[config.mk]
export PLATFORM = sky130hd
export DESIGN_NAME = gpio_edge_bank
export DESIGN_NICKNAME = d
export VERILOG_FILES = /design/src/rtl/gpio_bank_pkg.sv /design/src/rtl/gpio_in_sync.sv /design/src/rtl/gpio_out_regs.sv /design/src/rtl/gpio_irq_regs.sv /design/src/rtl/gpio_edge_bank.sv
export SDC_FILE = /design/constraint.sdc
export NUM_CORES = 1
export LEC_CHECK = 0
export ABC_AREA = 1
export BUFFER_PORTS_ARGS = -buffer_cell sky130_fd_sc_hd__buf_2
export CORE_AREA = 10 10 192 194
export DETAILED_ROUTE_END_ITERATION = 10
export DIE_AREA = 0 0 202 204
export HOLD_SLACK_MARGIN = 0.05
export MAX_ROUTING_LAYER = met4
export PLACE_DENSITY = 0.66
export SYNTH_ARGS = -nofsm -noshare
export SYNTH_HDL_FRONTEND = slang
export SYNTH_SLANG_ARGS = --single-unit
export TNS_END_PERCENT = 20
[constraint.sdc]
create_clock -name clk -period 2.7 [get_ports clk]
set_clock_uncertainty 0.05 [all_clocks]
set_input_delay 0.405 -clock clk [delete_from_list [all_inputs] [get_ports clk]]
set_output_delay 0.405 -clock clk [all_outputs]
set_load 0.02 [all_outputs]
[src/rtl/gpio_bank_pkg.sv]
package gpio_bank_pkg;

    localparam int WORD_W   = 32;
    localparam int MAX_PINS = 64;

    // pin-space field selected by address bits [4:3]
    typedef enum logic [1:0] {
        PF_DRIVE_EN = 2'd0,
        PF_HOLE     = 2'd1,
        PF_LEVEL    = 2'd2,
        PF_DRIVE_VAL = 2'd3
    } pin_field_e;

    // interrupt-space field selected by address bits [4:3]
    typedef enum logic [1:0] {
        IF_ENABLE = 2'd0,
        IF_POLAR  = 2'd1,
        IF_STATUS = 2'd2,
        IF_WAKEUP = 2'd3
    } irq_field_e;

    typedef struct packed {
        logic       we;
        logic       space;
        logic [1:0] field;
        logic       upper;
        logic       aligned;
    } reg_dec_t;

    function automatic reg_dec_t decode(input logic we, input logic space,
                                        input logic [4:0] addr);
        reg_dec_t d;
        d.we      = we;
        d.space   = space;
        d.field   = addr[4:3];
        d.upper   = addr[2];
        d.aligned = (addr[1:0] == 2'b00);
        return d;
    endfunction

endpackage

[src/rtl/gpio_in_sync.sv]
module gpio_in_sync #(
    parameter int N = 36
) (
    input  logic         clk,
    input  logic         rst,
    input  logic [N-1:0] pin_i,
    input  logic [N-1:0] pol_i,
    output logic [N-1:0] level_o,
    output logic [N-1:0] evt_o
);
    logic [N-1:0] stage1_q, stage2_q, prev_q;

    always_ff @(posedge clk) begin
        if (rst) begin
            stage1_q <= '0;
            stage2_q <= '0;
            prev_q   <= '0;
        end else begin
            stage1_q <= pin_i;
            stage2_q <= stage1_q;
            prev_q   <= stage2_q;
        end
    end

    // a transition is seen only when two successive samples differ
    for (genvar i = 0; i < N; i++) begin : g_det
        assign evt_o[i] = pol_i[i] ? (prev_q[i] & ~stage2_q[i])
                                   : (stage2_q[i] & ~prev_q[i]);
    end

    assign level_o = stage2_q;

endmodule

[src/rtl/gpio_out_regs.sv]
module gpio_out_regs #(
    parameter int N = 36
) (
    input  logic         clk,
    input  logic         rst,
    input  logic         we_en,
    input  logic         we_val,
    input  logic [N-1:0] sel,
    input  logic [N-1:0] dat,
    output logic [N-1:0] oe_o,
    output logic [N-1:0] val_o
);
    logic [N-1:0] oe_q, val_q;

    always_ff @(posedge clk) begin
        if (rst) begin
            oe_q  <= '0;
            val_q <= '0;
        end else begin
            if (we_en)  oe_q  <= (oe_q  & ~sel) | (dat & sel);
            if (we_val) val_q <= (val_q & ~sel) | (dat & sel);
        end
    end

    assign oe_o  = oe_q;
    assign val_o = val_q;

    // an unselected lane keeps its drive enable across a write
    assert_oe_lane_hold_R2: assert property (@(posedge clk) disable iff (rst)
        we_en |=> ((oe_q & ~$past(sel)) == ($past(oe_q) & ~$past(sel))));

endmodule

[src/rtl/gpio_irq_regs.sv]
module gpio_irq_regs
    import gpio_bank_pkg::*;
#(
    parameter int N = 36
) (
    input  logic         clk,
    input  logic         rst,
    input  logic [3:0]   we_f,
    input  logic [N-1:0] sel,
    input  logic [N-1:0] dat,
    input  logic [N-1:0] evt_i,
    output logic [N-1:0] en_o,
    output logic [N-1:0] pol_o,
    output logic [N-1:0] stat_o,
    output logic [N-1:0] wk_o,
    output logic         irq_o,
    output logic         wake_o
);
    logic [N-1:0] en_q, pol_q, stat_q, wk_q, clr;

    assign clr = we_f[IF_STATUS] ? (sel & dat) : '0;

    always_ff @(posedge clk) begin
        if (rst) begin
            en_q   <= '0;
            pol_q  <= '0;
            stat_q <= '0;
            wk_q   <= '0;
        end else begin
            if (we_f[IF_ENABLE]) en_q  <= (en_q  & ~sel) | (dat & sel);
            if (we_f[IF_POLAR])  pol_q <= (pol_q & ~sel) | (dat & sel);
            if (we_f[IF_WAKEUP]) wk_q  <= (wk_q  & ~sel) | (dat & sel);
            // a fresh event outranks a clear in the same cycle
            stat_q <= (stat_q & ~clr) | evt_i;
        end
    end

    assign en_o   = en_q;
    assign pol_o  = pol_q;
    assign stat_o = stat_q;
    assign wk_o   = wk_q;
    assign irq_o  = |(stat_q & en_q);
    assign wake_o = |(stat_q & wk_q);

    // status bits only rise where the detector reported an event
    assert_no_spurious_set_R8: assert property (@(posedge clk) disable iff (rst)
        (evt_i == '0) |=> ((stat_q & ~$past(stat_q)) == '0));

    // a one written to status clears it unless an event coincides
    assert_w1c_clears_R6: assert property (@(posedge clk) disable iff (rst)
        ((clr & ~evt_i) != '0) |=> ((stat_q & $past(clr & ~evt_i)) == '0));

    // coincident event and clear leaves the bit set
    assert_event_beats_clear_R7: assert property (@(posedge clk) disable iff (rst)
        ((clr & evt_i) != '0) |=> ((stat_q & $past(clr & evt_i)) == $past(clr & evt_i)));

    // no enabled pin means no interrupt
    assert_irq_needs_enable_R9: assert property (@(posedge clk) disable iff (rst)
        (en_q == '0) |-> !irq_o);

    // no wake-masked pin means no wakeup
    assert_wake_needs_mask_R10: assert property (@(posedge clk) disable iff (rst)
        (wk_q == '0) |-> !wake_o);

endmodule

[src/rtl/gpio_edge_bank.sv]
module gpio_edge_bank
    import gpio_bank_pkg::*;
#(
    parameter int NPINS = 36
) (
    input  logic             clk,
    input  logic             rst,
    input  logic             reg_we,
    input  logic             reg_space,
    input  logic [4:0]       reg_addr,
    input  logic [31:0]      reg_wdata,
    output logic [31:0]      reg_rdata,
    input  logic [NPINS-1:0] pin_in,
    output logic [NPINS-1:0] pin_oe,
    output logic [NPINS-1:0] pin_out,
    output logic             irq,
    output logic             wake
);
    localparam int NWORDS = (NPINS + WORD_W - 1) / WORD_W;

    initial begin
        if (NPINS < 1 || NPINS > MAX_PINS || NWORDS > 2)
            $error("NPINS out of range");
    end

    reg_dec_t dec;
    assign dec = decode(reg_we, reg_space, reg_addr);

    // spread the addressed word across the pin lanes
    logic [NPINS-1:0] lane_sel, lane_dat;
    for (genvar i = 0; i < NPINS; i++) begin : g_lane
        assign lane_sel[i] = (dec.upper == 1'(i / WORD_W));
        assign lane_dat[i] = reg_wdata[i % WORD_W];
    end

    logic wr_ok;
    assign wr_ok = dec.we & dec.aligned;

    logic pin_we_en, pin_we_val;
    assign pin_we_en  = wr_ok & ~dec.space & (pin_field_e'(dec.field) == PF_DRIVE_EN);
    assign pin_we_val = wr_ok & ~dec.space & (pin_field_e'(dec.field) == PF_DRIVE_VAL);

    logic [3:0] irq_we;
    assign irq_we = (wr_ok & dec.space) ? (4'b0001 << dec.field) : 4'b0000;

    logic [NPINS-1:0] level, evt, en_v, pol_v, stat_v, wk_v;

    gpio_out_regs #(.N(NPINS)) u_out (
        .clk    (clk),
        .rst    (rst),
        .we_en  (pin_we_en),
        .we_val (pin_we_val),
        .sel    (lane_sel),
        .dat    (lane_dat),
        .oe_o   (pin_oe),
        .val_o  (pin_out)
    );

    gpio_in_sync #(.N(NPINS)) u_sync (
        .clk     (clk),
        .rst     (rst),
        .pin_i   (pin_in),
        .pol_i   (pol_v),
        .level_o (level),
        .evt_o   (evt)
    );

    gpio_irq_regs #(.N(NPINS)) u_irq (
        .clk    (clk),
        .rst    (rst),
        .we_f   (irq_we),
        .sel    (lane_sel),
        .dat    (lane_dat),
        .evt_i  (evt),
        .en_o   (en_v),
        .pol_o  (pol_v),
        .stat_o (stat_v),
        .wk_o   (wk_v),
        .irq_o  (irq),
        .wake_o (wake)
    );

    function automatic logic [31:0] pick(input logic [NPINS-1:0] v, input logic upper);
        logic [2*WORD_W-1:0] pad;
        pad = '0;
        pad[NPINS-1:0] = v;
        return upper ? pad[2*WORD_W-1:WORD_W] : pad[WORD_W-1:0];
    endfunction

    always_comb begin
        reg_rdata = '0;
        if (dec.aligned) begin
            if (dec.space) begin
                unique case (irq_field_e'(dec.field))
                    IF_ENABLE: reg_rdata = pick(en_v,   dec.upper);
                    IF_POLAR:  reg_rdata = pick(pol_v,  dec.upper);
                    IF_STATUS: reg_rdata = pick(stat_v, dec.upper);
                    IF_WAKEUP: reg_rdata = pick(wk_v,   dec.upper);
                    default:   reg_rdata = '0;
                endcase
            end else begin
                unique case (pin_field_e'(dec.field))
                    PF_DRIVE_EN:  reg_rdata = pick(pin_oe,  dec.upper);
                    PF_LEVEL:     reg_rdata = pick(level,   dec.upper);
                    PF_DRIVE_VAL: reg_rdata = pick(pin_out, dec.upper);
                    default:      reg_rdata = '0;
                endcase
            end
        end
    end

    // the cycle after reset every control and output is clear
    assert_reset_clears_R1: assert property (@(posedge clk)
        $past(rst) |-> (pin_oe == '0 && pin_out == '0 && !irq && !wake && stat_v == '0));

endmodule

# Word-level counts from Yosys, hierarchy flattened
# Index checks and enable logic that the tools add are counted.
# totals
input_bits	77
register_bits	324
output_inout_bits	106
elab_cells	234
# classes
n_eq_ne	3
n_mux	49
shift	1
reduce_logical	4
bitwise	168
# op_table
cell	n
36-bit bitwise AND	9
32-bit two-way mux	9
36-bit bitwise OR	6
32-bit one-hot mux with 4 select lines	1
32-bit one-hot mux with 3 select lines	1
1-bit bitwise AND	77
1-bit inverter	74
36-bit inverter	2
36-bit OR reduction	2
1-bit two-way mux	36
36-bit two-way mux	1
2-bit == test, second input constant	2
2-bit logical NOT	2
4-bit two-way mux	1
1-bit by 2-bit left shift with 4-bit output, first input constant	1
2-bit by 1-bit == test with 1-bit output, second input constant	1

# Depth between registers and ports, before layout
# Gate-level depths: netlist of the first run.
# depth
depth_word	8
ltp_mapped	9
mapped_depth_nobuf	8

# Modules after synthesis
# A second synthesis of the first run with hierarchy kept.
# unflattened
hier_cells	2452
area_unflattened_um2	15944.0
# modules_own_cells
mod	seq_area_each_um2	cells_per_inst	area_per_inst_um2	n_inst
gpio_irq_regs	2882.8	856	6293.5	1
gpio_in_sync	2162.1	516	3823.7	1
gpio_out_regs	1441.4	520	3301.9	1
gpio_edge_bank	0.0	560	2524.9	1

# Worst setup path before layout of the first run
# OpenSTA, ideal clock, no wires.
# synth_timing
kind	in2out
start	input port reg_addr[2]
end	output port reg_rdata[30]
arrival_time_ps	1636
slack_ps	609
cell_stages	5
path_buffers	2
t_required_ps	2245
path_cell_list	buf_4 -> nor3_2 -> clkbuf_1 -> o21ai_0 -> nor2_1
# synth_between
elab_chain_len	4
elab_cells_between_ends	11
classes_between	mux: 11
# synth_lines
item	line	rtl
from (decl)	gpio_edge_bank.sv:10	input logic [4:0] reg_addr,
32-bit two-way mux	gpio_edge_bank.sv:87	return upper ? pad[2*WORD_W-1:WORD_W] : pad[WORD_W-1:0];
32-bit one-hot mux with 4 select lines or 32-bit one-hot mux with 3 select lines (tied branches)	gpio_edge_bank.sv:94, gpio_edge_bank.sv:102	
32-bit two-way mux (*)	gpio_edge_bank.sv:93	if (dec.space) begin
32-bit two-way mux (*)	gpio_edge_bank.sv:92	if (dec.aligned) begin
to (decl)	gpio_edge_bank.sv:12	output logic [31:0] reg_rdata,
# Every way passes the cells marked *; elsewhere a longest branch is shown, timed or not.

# Worst setup path in the final report of the first run
# layout_timing
start	input port reg_addr[4]
end	output port reg_rdata[17]
# layout_between
elab_chain_len	4
elab_cells_between_ends	8
classes_between	eq/ne: 3; mux: 4; reduce/logical: 1
# layout_lines
item	line
2-bit == test (tied with other cells)	gpio_edge_bank.sv:94, gpio_edge_bank.sv:102
32-bit one-hot mux with 4 select lines or 32-bit one-hot mux with 3 select lines (tied branches)	gpio_edge_bank.sv:94, gpio_edge_bank.sv:102
32-bit two-way mux (*)	gpio_edge_bank.sv:93
32-bit two-way mux (*)	gpio_edge_bank.sv:92
# Marks and branches as above.

==> impl_metrics.ini, run 1 <==
[clock_tree]
cts-buffers-inserted = 37
cts.repair_timing.setup_buffer_count = 0
clock_tree_from_tritoncts = done
clkSlewWorstSetupHoldPaths_ns = 0.05
insertion_delay_ns = 0.52
ctsHtreeMaxLevel = 2
max-clock-path-buffers = 3
root_buffer = sky130_fd_sc_hd__clkbuf_16
clock_sink_count = 324

[floorplanning]
die_extent_in_x_um = 202
std_cell_rows = 67
placeableCoreArea_sq_um = 33100
die_height_um = 204
start_util_pct = 44.4
i_o_pins = 183
design.die.area_sq_um = 41200

[hold_path]
hold_path_startpoint = pin_in[18]
hold-path-endpoint = u_sync.stage1_q[18]
hold_path_class = in2reg
whs_path_depth = 3

[detailed_routing]
vias = 14600
drtAntennaViolNets = 0
first_pass_iters = 6
drt_wl_total_mm = 45.2
m1WireLength_mm = 20.3
viasPerCell = 4.85
wl_per_cell_um = 15.0
drcViolationCount = 0
wl_met2_mm = 21.0
topRoutingLayerUsed = met4
wl_met3_mm = 3.15
drt_iter0_markers = 1200

[sta]
tightest_slew_ns = 0.733
layout_min_cycle_time_ns = 2.48
timing.final.ws_setup_ns = 0.221
max-slew-margin-rel_pct = 51.1
final_min_period_over_clock_period_pct = 91.8
hold_ws_ns = 0.0576
max_freq_mhz = 403
unrepaired_setup_endpoints_after_global_routing = no
setup-tns-final_ns = 0
setup_viol = 0
timing_hold_violations_final = 0
finalMaxSlewViolations = 0

[run_status]
status = complete, no violations

[final_layout]
layout_commonest_cell = sky130_fd_sc_hd__nand2_1
layout-drive-gt1-share_pct = 13.2
final_cell_mix = 814 x sky130_fd_sc_hd__nand2_1, 567 x sky130_fd_sc_hd__nor2_1, 324 x sky130_fd_sc_hd__dfxtp_1
finalNetCount = 2608
synthToLayoutAreaGrowth_pct = 21.1

[yosys]
synth_cell_types = 25
synth_fa_ha_area_share_pct = 0
post-synth-top-area-cell = sky130_fd_sc_hd__dfxtp_1
yosys.area_share.xor_xnor_pct = 0
number_of_flops_mapped_to_enable_cells_by_yosys = 0
synth_top_family_by_area = simple AND/OR/NAND/NOR gates
ys.warnings.count = 0
yosys.area.top_type_share_pct = 44.1
yosys-top-cells-area = sky130_fd_sc_hd__dfxtp_1 44%, sky130_fd_sc_hd__nand2_1 21%, sky130_fd_sc_hd__nor2_1 14%, sky130_fd_sc_hd__inv_1 5.2%, sky130_fd_sc_hd__nand3_1 3.8%
post_synth_inst_count = 2347
yosys_register_bits = 324
syn_area_per_cell_sq_um = 6.27
syn_area_sq_um = 14700
synth_top_flop_cell = sky130_fd_sc_hd__dfxtp_1
seq_area_frac_synth_pct = 44.1
syn_nets = 2424
synth-async-reset-ratio_pct = 0
synth_simple_gate_area_share_pct = 41.9
synth.area.mux_share_pct = 0
post_synthesis_compound_gate_area_fraction_pct = 5.36

[setup_path]
cp.required_ns = 2.25
critPathCaptureType = output port
critPathMaxFanout = 19
critical_path.most_common_cell = sky130_fd_sc_hd__buf_2
cp_cell_sequence = buf_2 -> nand2_2 -> inv_2 -> buf_12 -> nand2_1 -> nand3_1 -> o21ai_1 -> nor2_1 -> buf_2
worst_path_dominant_cell_family = buffers and inverters
start_of_the_worst_register_to_register_path = u_sync.level_o[10]
reg2regPathDepth = 5
critPathArrivalTime_ns = 2.02
critical_path.reg2reg.endpoint = u_irq.stat_o[10]
worstSetupStartpointType = input pin
max_stage_delay_ns = 0.33
cp.buffers_inverters = 4
slowest_stage = sky130_fd_sc_hd__inv_2
timing.reg2reg.setup_slack_ns = 1.52
worst-setup-path-type = in2out

[pwr]
power_density_nw_per_um2 = 621
leakagePower_nw = 8.14
power.ir.vdd_worst_v = 0.000403

[grt]
first_pass_grt_wire_length_mm = 72.2
grt-ovfl-total = 0
via_count_of_the_first_global_routing_pass = 13800
grt_max_degree = 145
grt_usage_pct = 21.9
initial_antenna_violation_count = 3

[run]
max_cap_violations = 0

[place]
post-dp-hpwl_mm = 30.1
port_buffers = 182
pre_cts_ws_ns = 0.216
gpl.final_weighted_congestion = 0.893
==> worst max-delay path by stage <==
stage / from / endpoint / slack (ns) / cells past startpoint
final: reg_addr[4] / reg_rdata[17] / 0.22 / 9
after CTS: reg_addr[4] / reg_rdata[12] / 0.21 / 9
after global placement: reg_addr[4] / reg_rdata[12] / 0.27 / 9
after floorplan: reg_addr[2] / reg_rdata[30] / 0.61 / 5
after detailed placement: reg_addr[4] / reg_rdata[12] / 0.22 / 9
after global routing: reg_addr[4] / reg_rdata[9] / 0.06 / 9
==> Yosys cell counts, drive strengths merged, types with 4 or more instances <==
cell type,count
inv,207
nor3,11
o211ai,13
nand3,115
buf,72
dfxtp,324
a21oi,69
o21ai,69
nor2,572
or2,31
clkbuf,44
nand4,4
nand2,815
==> cell families (layout without fill, tap and decap cells) <==
group / count (synthesis) / in the layout
other cells: 0 / 3
flops: 324 / 324
buf+inv: 324 / 535
compound gates: 151 / 151
simple gates: 1548 / 1548
==> area by class of cell <==
type | count | area, sq um
multi-input combinational | 1699 | 6960
fill | 3382 | 15300
inverter | 208 | 783
timing repair buffer | 261 | 1740
sequential | 324 | 6490
clock inverter | 10 | 131
clock buffer | 56 | 1150
tap | 448 | 561
antenna | 3 | 7.51
==> metal layers <==
metal / vias up / GRT usage [%]
met5: - / -
met4: 0 / 5.07
met3: 58 / 3.77
met2: 485 / 36.1
met1: 6605 / 27.6
li1: 7455 / -
==> worst register-to-register path, cell delays in order, from the launching register on <==
cell	delay, ns
sky130_fd_sc_hd__dfxtp_1	0.33
sky130_fd_sc_hd__inv_1	0.09
sky130_fd_sc_hd__or2_2	0.27
sky130_fd_sc_hd__o21ai_0	0.16
sky130_fd_sc_hd__inv_1	0.06
sky130_fd_sc_hd__a21oi_1	0.14
==> through the flow <==
step                util [%]  area [sq um]  power (mW)  std cells
floorplan                  -         14700        5.58       2347
global placement        48.9         16200        5.89       2906
detailed placement      48.9         16200        5.90       2906
CTS                     53.8         17800        11.1       3006
global route            53.8         17800        11.5       3009
finish                  53.8         17800        11.1       3009
==> power breakdown <==
group	switching, mW	total (mW)	leakage (nW)	internal (mW)
combinational	0.568	0.871	4.88	0.304
sequential	0.0720	4.97	2.63	4.90
clock	2.00	5.22	0.633	3.22
total	2.64	11.1	8.14	8.42
==> what timing repair did <==
item	in CTS	in global routing
hold buffers	34	0
resized for setup	0	0
endpoints found under the hold margin	34	0
Note: power is estimated with default switching activity, not from simulation.
==> run 2: changes to the inputs <==
- CORE_AREA: 10 10 192 194 -> 10 10 217 219
- DIE_AREA: 0 0 202 204 -> 0 0 227 229
- PLACE_DENSITY: 0.66 -> 0.54
==> run 2 against run 1 <==
  * Via count shrank 1.0%
  * Highest routed layer unchanged
  * Flip-flop and latch count is the same
  * Global-route usage shrank 2.8 points
  * Critical endpoint is now reg_rdata[28]
==> impl_metrics.ini, run 2 (synthesis gave the netlist of run 1 again) <==
[run_status]
status = complete, no violations

[final_layout]
finalNetCount = 2611
finish.utilization_pct = 42.2
finish.instance_area_sq_um = 18000
layout.cells.non_filler = 3106
final_cell_mix = 814 x sky130_fd_sc_hd__nand2_1, 567 x sky130_fd_sc_hd__nor2_1, 324 x sky130_fd_sc_hd__dfxtp_1
layout-drive-gt1-share_pct = 13.1
layout_commonest_cell = sky130_fd_sc_hd__nand2_1
synthToLayoutAreaGrowth_pct = 22.3

[floorplanning]
die_height_um = 229
start_util_pct = 34.5
placeableCoreArea_sq_um = 42700
design.die.area_sq_um = 52000
die_extent_in_x_um = 227
i_o_pins = 183
std_cell_rows = 76

[detailed_routing]
wl_per_cell_um = 15.6
viasPerCell = 4.65
drt_wl_total_mm = 48.5
drt_iter0_markers = 992
drtAntennaViolNets = 0
vias = 14500
first_pass_iters = 5
drcViolationCount = 0

[setup_path]
max_stage_delay_ns = 0.29
worst_path_dominant_cell_family = buffers and inverters
critPathArrivalTime_ns = 2.00
cp_cell_sequence = buf_2 -> buf_4 -> nor2_4 -> buf_4 -> nand2_1 -> o211ai_1 -> nor2_1 -> nor2_1 -> buf_2
cp.required_ns = 2.25
worstSetupStartpointType = input pin
slowest_stage = sky130_fd_sc_hd__buf_4
worst-setup-path-type = in2out
critPathCaptureType = output port
cp.buffers_inverters = 4
startpoint = reg_addr[4]
start_of_the_worst_register_to_register_path = u_sync.level_o[31]
critPathMaxFanout = 19

[sta]
tightest_slew_ns = 0.579
setup_viol = 0
finalMaxSlewViolations = 0
final_min_period_over_clock_period_pct = 90.8
max-slew-margin-rel_pct = 61.1
timing.final.ws_setup_ns = 0.248
unrepaired_setup_endpoints_after_global_routing = no
max_freq_mhz = 408
setup-tns-final_ns = 0
layout_min_cycle_time_ns = 2.45
timing_hold_violations_final = 0
hold_ws_ns = 0.186

[place]
pre_cts_ws_ns = 0.297
gpl.final_weighted_congestion = 0.845
post-dp-hpwl_mm = 31.4
port_buffers = 182
placed_area_sq_um = 16300
place.detailed.instances = 3003

[grt]
grt-ovfl-total = 0
via_count_of_the_first_global_routing_pass = 14300
grt_max_degree = 85
grt_usage_pct = 19.2
first_pass_grt_wire_length_mm = 77.4
initial_antenna_violation_count = 2

[clock_tree]
root_buffer = sky130_fd_sc_hd__clkbuf_16
clock_tree_from_tritoncts = done
cts-buffers-inserted = 39
ctsHtreeMaxLevel = 2
cts.repair_timing.setup_buffer_count = 0
max-clock-path-buffers = 3
cts_hold_repair.buffers = 36
clkSlewWorstSetupHoldPaths_ns = 0.06
ctsResizeCount = 0
insertion_delay_ns = 0.54
clock_sink_count = 324

[pwr]
leakagePower_nw = 8.16
power_density_nw_per_um2 = 628
post-layout-total-power_mw = 11.3
power.ir.vdd_worst_v = 0.000402

[hold_path]
hold_path_startpoint = rst
hold_path_class = in2reg

[run]
max_cap_violations = 0
==> run 2: where the power goes <==
part | internal (mW) | total (mW) | switching [mW]
logic | 0.303 | 0.888 | 0.585
registers | 4.90 | 4.97 | 0.0706
clock network | 3.38 | 5.44 | 2.07
total | 8.58 | 11.3 | 2.72
==> run 2: per-layer routing <==
metal  vias to the layer above  share of wire [%]  GRT usage (%)
met5                         -                  0              -
met1                      6614                 46           23.9
li1                       7457                  -              -
met2                       323                 46           31.1
met3                        63                5.5           3.36
met4                         0                2.1           5.83
==> run 2: path summary, 6_finish.rpt <==
check | endpoint | depth (start not counted) | slack (ns)
max | reg_rdata[28] | 9 | 0.25
max reg2reg | u_irq.stat_o[31] | 5 | 1.52
min reg2reg | u_sync.level_o[28] | 2 | 0.35
min | u_sync.stage1_q[24] | 2 | 0.19
==> run 2: final cells by class <==
cell class	count	area (sq um)
Antenna cell	2	5.00
Fill cell	4513	24700
Timing Repair Buffer	262	1760
Tap cell	546	683
Clock buffer	56	1170
Multi-Input combinational cell	1699	6960
Inverter	208	783
Sequential cell	324	6490
Clock inverter	9	148
==> run 3: changes to the inputs <==
- CTS_BUF_LIST: default -> sky130_fd_sc_hd__clkbuf_4 sky130_fd_sc_hd__clkbuf_8
==> run 3 against run 2 <==
  * Core utilization hardly changed
  * Flip-flop and latch count stayed put
  * Total power is 4.6% lower
  * First-iteration DRC count is 16% lower
  * Clock-buffer cell count is 36 higher
  * Via count is 1.1% higher
==> impl_metrics.ini, run 3 (synthesis gave the netlist of run 1 again) <==
[floorplanning]
start_util_pct = 34.5
i_o_pins = 183
placeableCoreArea_sq_um = 42700
die_height_um = 229
std_cell_rows = 76
design.die.area_sq_um = 52000
die_extent_in_x_um = 227

[hold_path]
hold-path-endpoint = u_irq.stat_o[35]
hold_path_class = in2reg
whs_path_depth = 6
hold_path_startpoint = reg_wdata[3]

[sta]
unrepaired_setup_endpoints_after_global_routing = no
setup-tns-final_ns = 0
max_freq_mhz = 406
setup_viol = 0
layout_min_cycle_time_ns = 2.46
finalMaxSlewViolations = 0
max-slew-margin-rel_pct = 61.7
timing_hold_violations_final = 0
hold_ws_ns = 0.0913
final_min_period_over_clock_period_pct = 91.2
tightest_slew_ns = 0.575

[grt]
initial_antenna_violation_count = 2
grt-ovfl-total = 0
first_pass_grt_wire_length_mm = 77.8
gr-max-usage-layer = met2
grt_usage_pct = 19.3
met3_usage_pct = 3.60
grt_max_degree = 85
use_met2_pct = 31.1
met1_usage_pct = 23.8
via_count_of_the_first_global_routing_pass = 14500

[place]
post-dp-hpwl_mm = 31.4
gpl.final_weighted_congestion = 0.845
port_buffers = 182

[final_layout]
layout-drive-gt1-share_pct = 14.5
fillCellCount = 4565
synthToLayoutAreaGrowth_pct = 22.2
layout_commonest_cell = sky130_fd_sc_hd__nand2_1
final_cell_mix = 814 x sky130_fd_sc_hd__nand2_1, 567 x sky130_fd_sc_hd__nor2_1, 324 x sky130_fd_sc_hd__dfxtp_1
finalNetCount = 2636

[detailed_routing]
vias = 14600
first_pass_iters = 5
drt_wl_total_mm = 48.8
drt_iter0_markers = 834
drcViolationCount = 0
viasPerCell = 4.64
drtAntennaViolNets = 0
wl_per_cell_um = 15.5

[pwr]
power.ir.vdd_worst_v = 0.000334
leakagePower_nw = 8.21
power_density_nw_per_um2 = 600

[setup_path]
cp.required_ns = 2.25
critPathArrivalTime_ns = 2.01
start_of_the_worst_register_to_register_path = u_sync.level_o[31]
critPathMaxFanout = 4
timing.reg2reg.setup_slack_ns = 1.53
worstSetupStartpointType = register
worst-setup-path-type = reg2out
critical_path.reg2reg.endpoint = u_irq.stat_o[31]
reg2regPathDepth = 5
critPathCaptureType = output port

[clock_tree]
ctsHtreeMaxLevel = 2
max-clock-path-buffers = 3
cts.repair_timing.setup_buffer_count = 0
cts-buffers-inserted = 58
ctsResizeCount = 0
clock_sink_count = 324
clock_tree_from_tritoncts = done
clkSlewWorstSetupHoldPaths_ns = 0.06
root_buffer = sky130_fd_sc_hd__clkbuf_8
insertion_delay_ns = 0.64

[run]
max_cap_violations = 0

[run_status]
status = complete, no violations
-- run 3: timing repair --
item,CTS,global route
hold buffers,42,0
hold endpoints to repair,44,0
endpoints found under the setup margin,0,0
-- run 3: worst max-delay path: stages (launching register included) --
cell and delay (ns):
sky130_fd_sc_hd__dfxtp_1 0.33, sky130_fd_sc_hd__nand2_1 0.11, sky130_fd_sc_hd__nand3_1 0.09, sky130_fd_sc_hd__nor2_1 0.20, sky130_fd_sc_hd__nand2_1 0.09, sky130_fd_sc_hd__nor2_1 0.20
sky130_fd_sc_hd__nand2_1 0.16, sky130_fd_sc_hd__buf_2 0.20
-- run 3: worst max-delay path by stage --
stage / start / slack (ns) / to
finish: u_irq.stat_o[19] / 0.24 / wake
global route: u_irq.stat_o[19] / 0.09 / wake
CTS: u_irq.stat_o[19] / 0.19 / wake
detailed placement: reg_addr[3] / 0.30 / reg_rdata[2]
global placement: reg_addr[3] / 0.28 / reg_rdata[8]
floorplan: reg_addr[2] / 0.61 / reg_rdata[30]
-- run 3: area by class of cell --
type	count	area (sq um)	area share [%]
clock buffers	92	1140	6.35
inverters	208	783	4.36
multi-input cells	1699	6960	38.7
repair buffers	268	1820	10.1
well taps	546	683	3.80
clock inverters	9	97.6	0.543
flip-flops and latches	324	6490	36.1
diodes	2	5.00	0.0278
-- run 3: per-layer routing --
layer | part of all wire, % | vias up
met1 | 46 | 6638
met3 | 5.9 | 80
met5 | 0 | -
met2 | 46 | 372
li1 | - | 7526
met4 | 2.6 | 0
-- run 3: report_power, final --
part / switching (mW) / internal, mW
Clock: 2.07 / 2.84
Combinational: 0.585 / 0.309
Sequential: 0.0703 / 4.90
Total: 2.73 / 8.05
-- run 3: metrics by stage --
step / instances / util, % / instance area, sq um / power, mW / setup slack [ns]
6_report: 3148 / 42.1 / 18000 / 10.8 / 0.236
5_1_grt: 3148 / 42.1 / 18000 / 11.3 / 0.0870
4_1_cts: 3146 / 42.1 / 18000 / 10.9 / 0.195
3_5_place_dp: 3003 / 38.2 / 16300 / 5.92 / 0.297
3_3_place_gp: 3003 / 38.2 / 16300 / 5.91 / 0.279
2_1_floorplan: 2347 / - / 14700 / 5.58 / 0.609
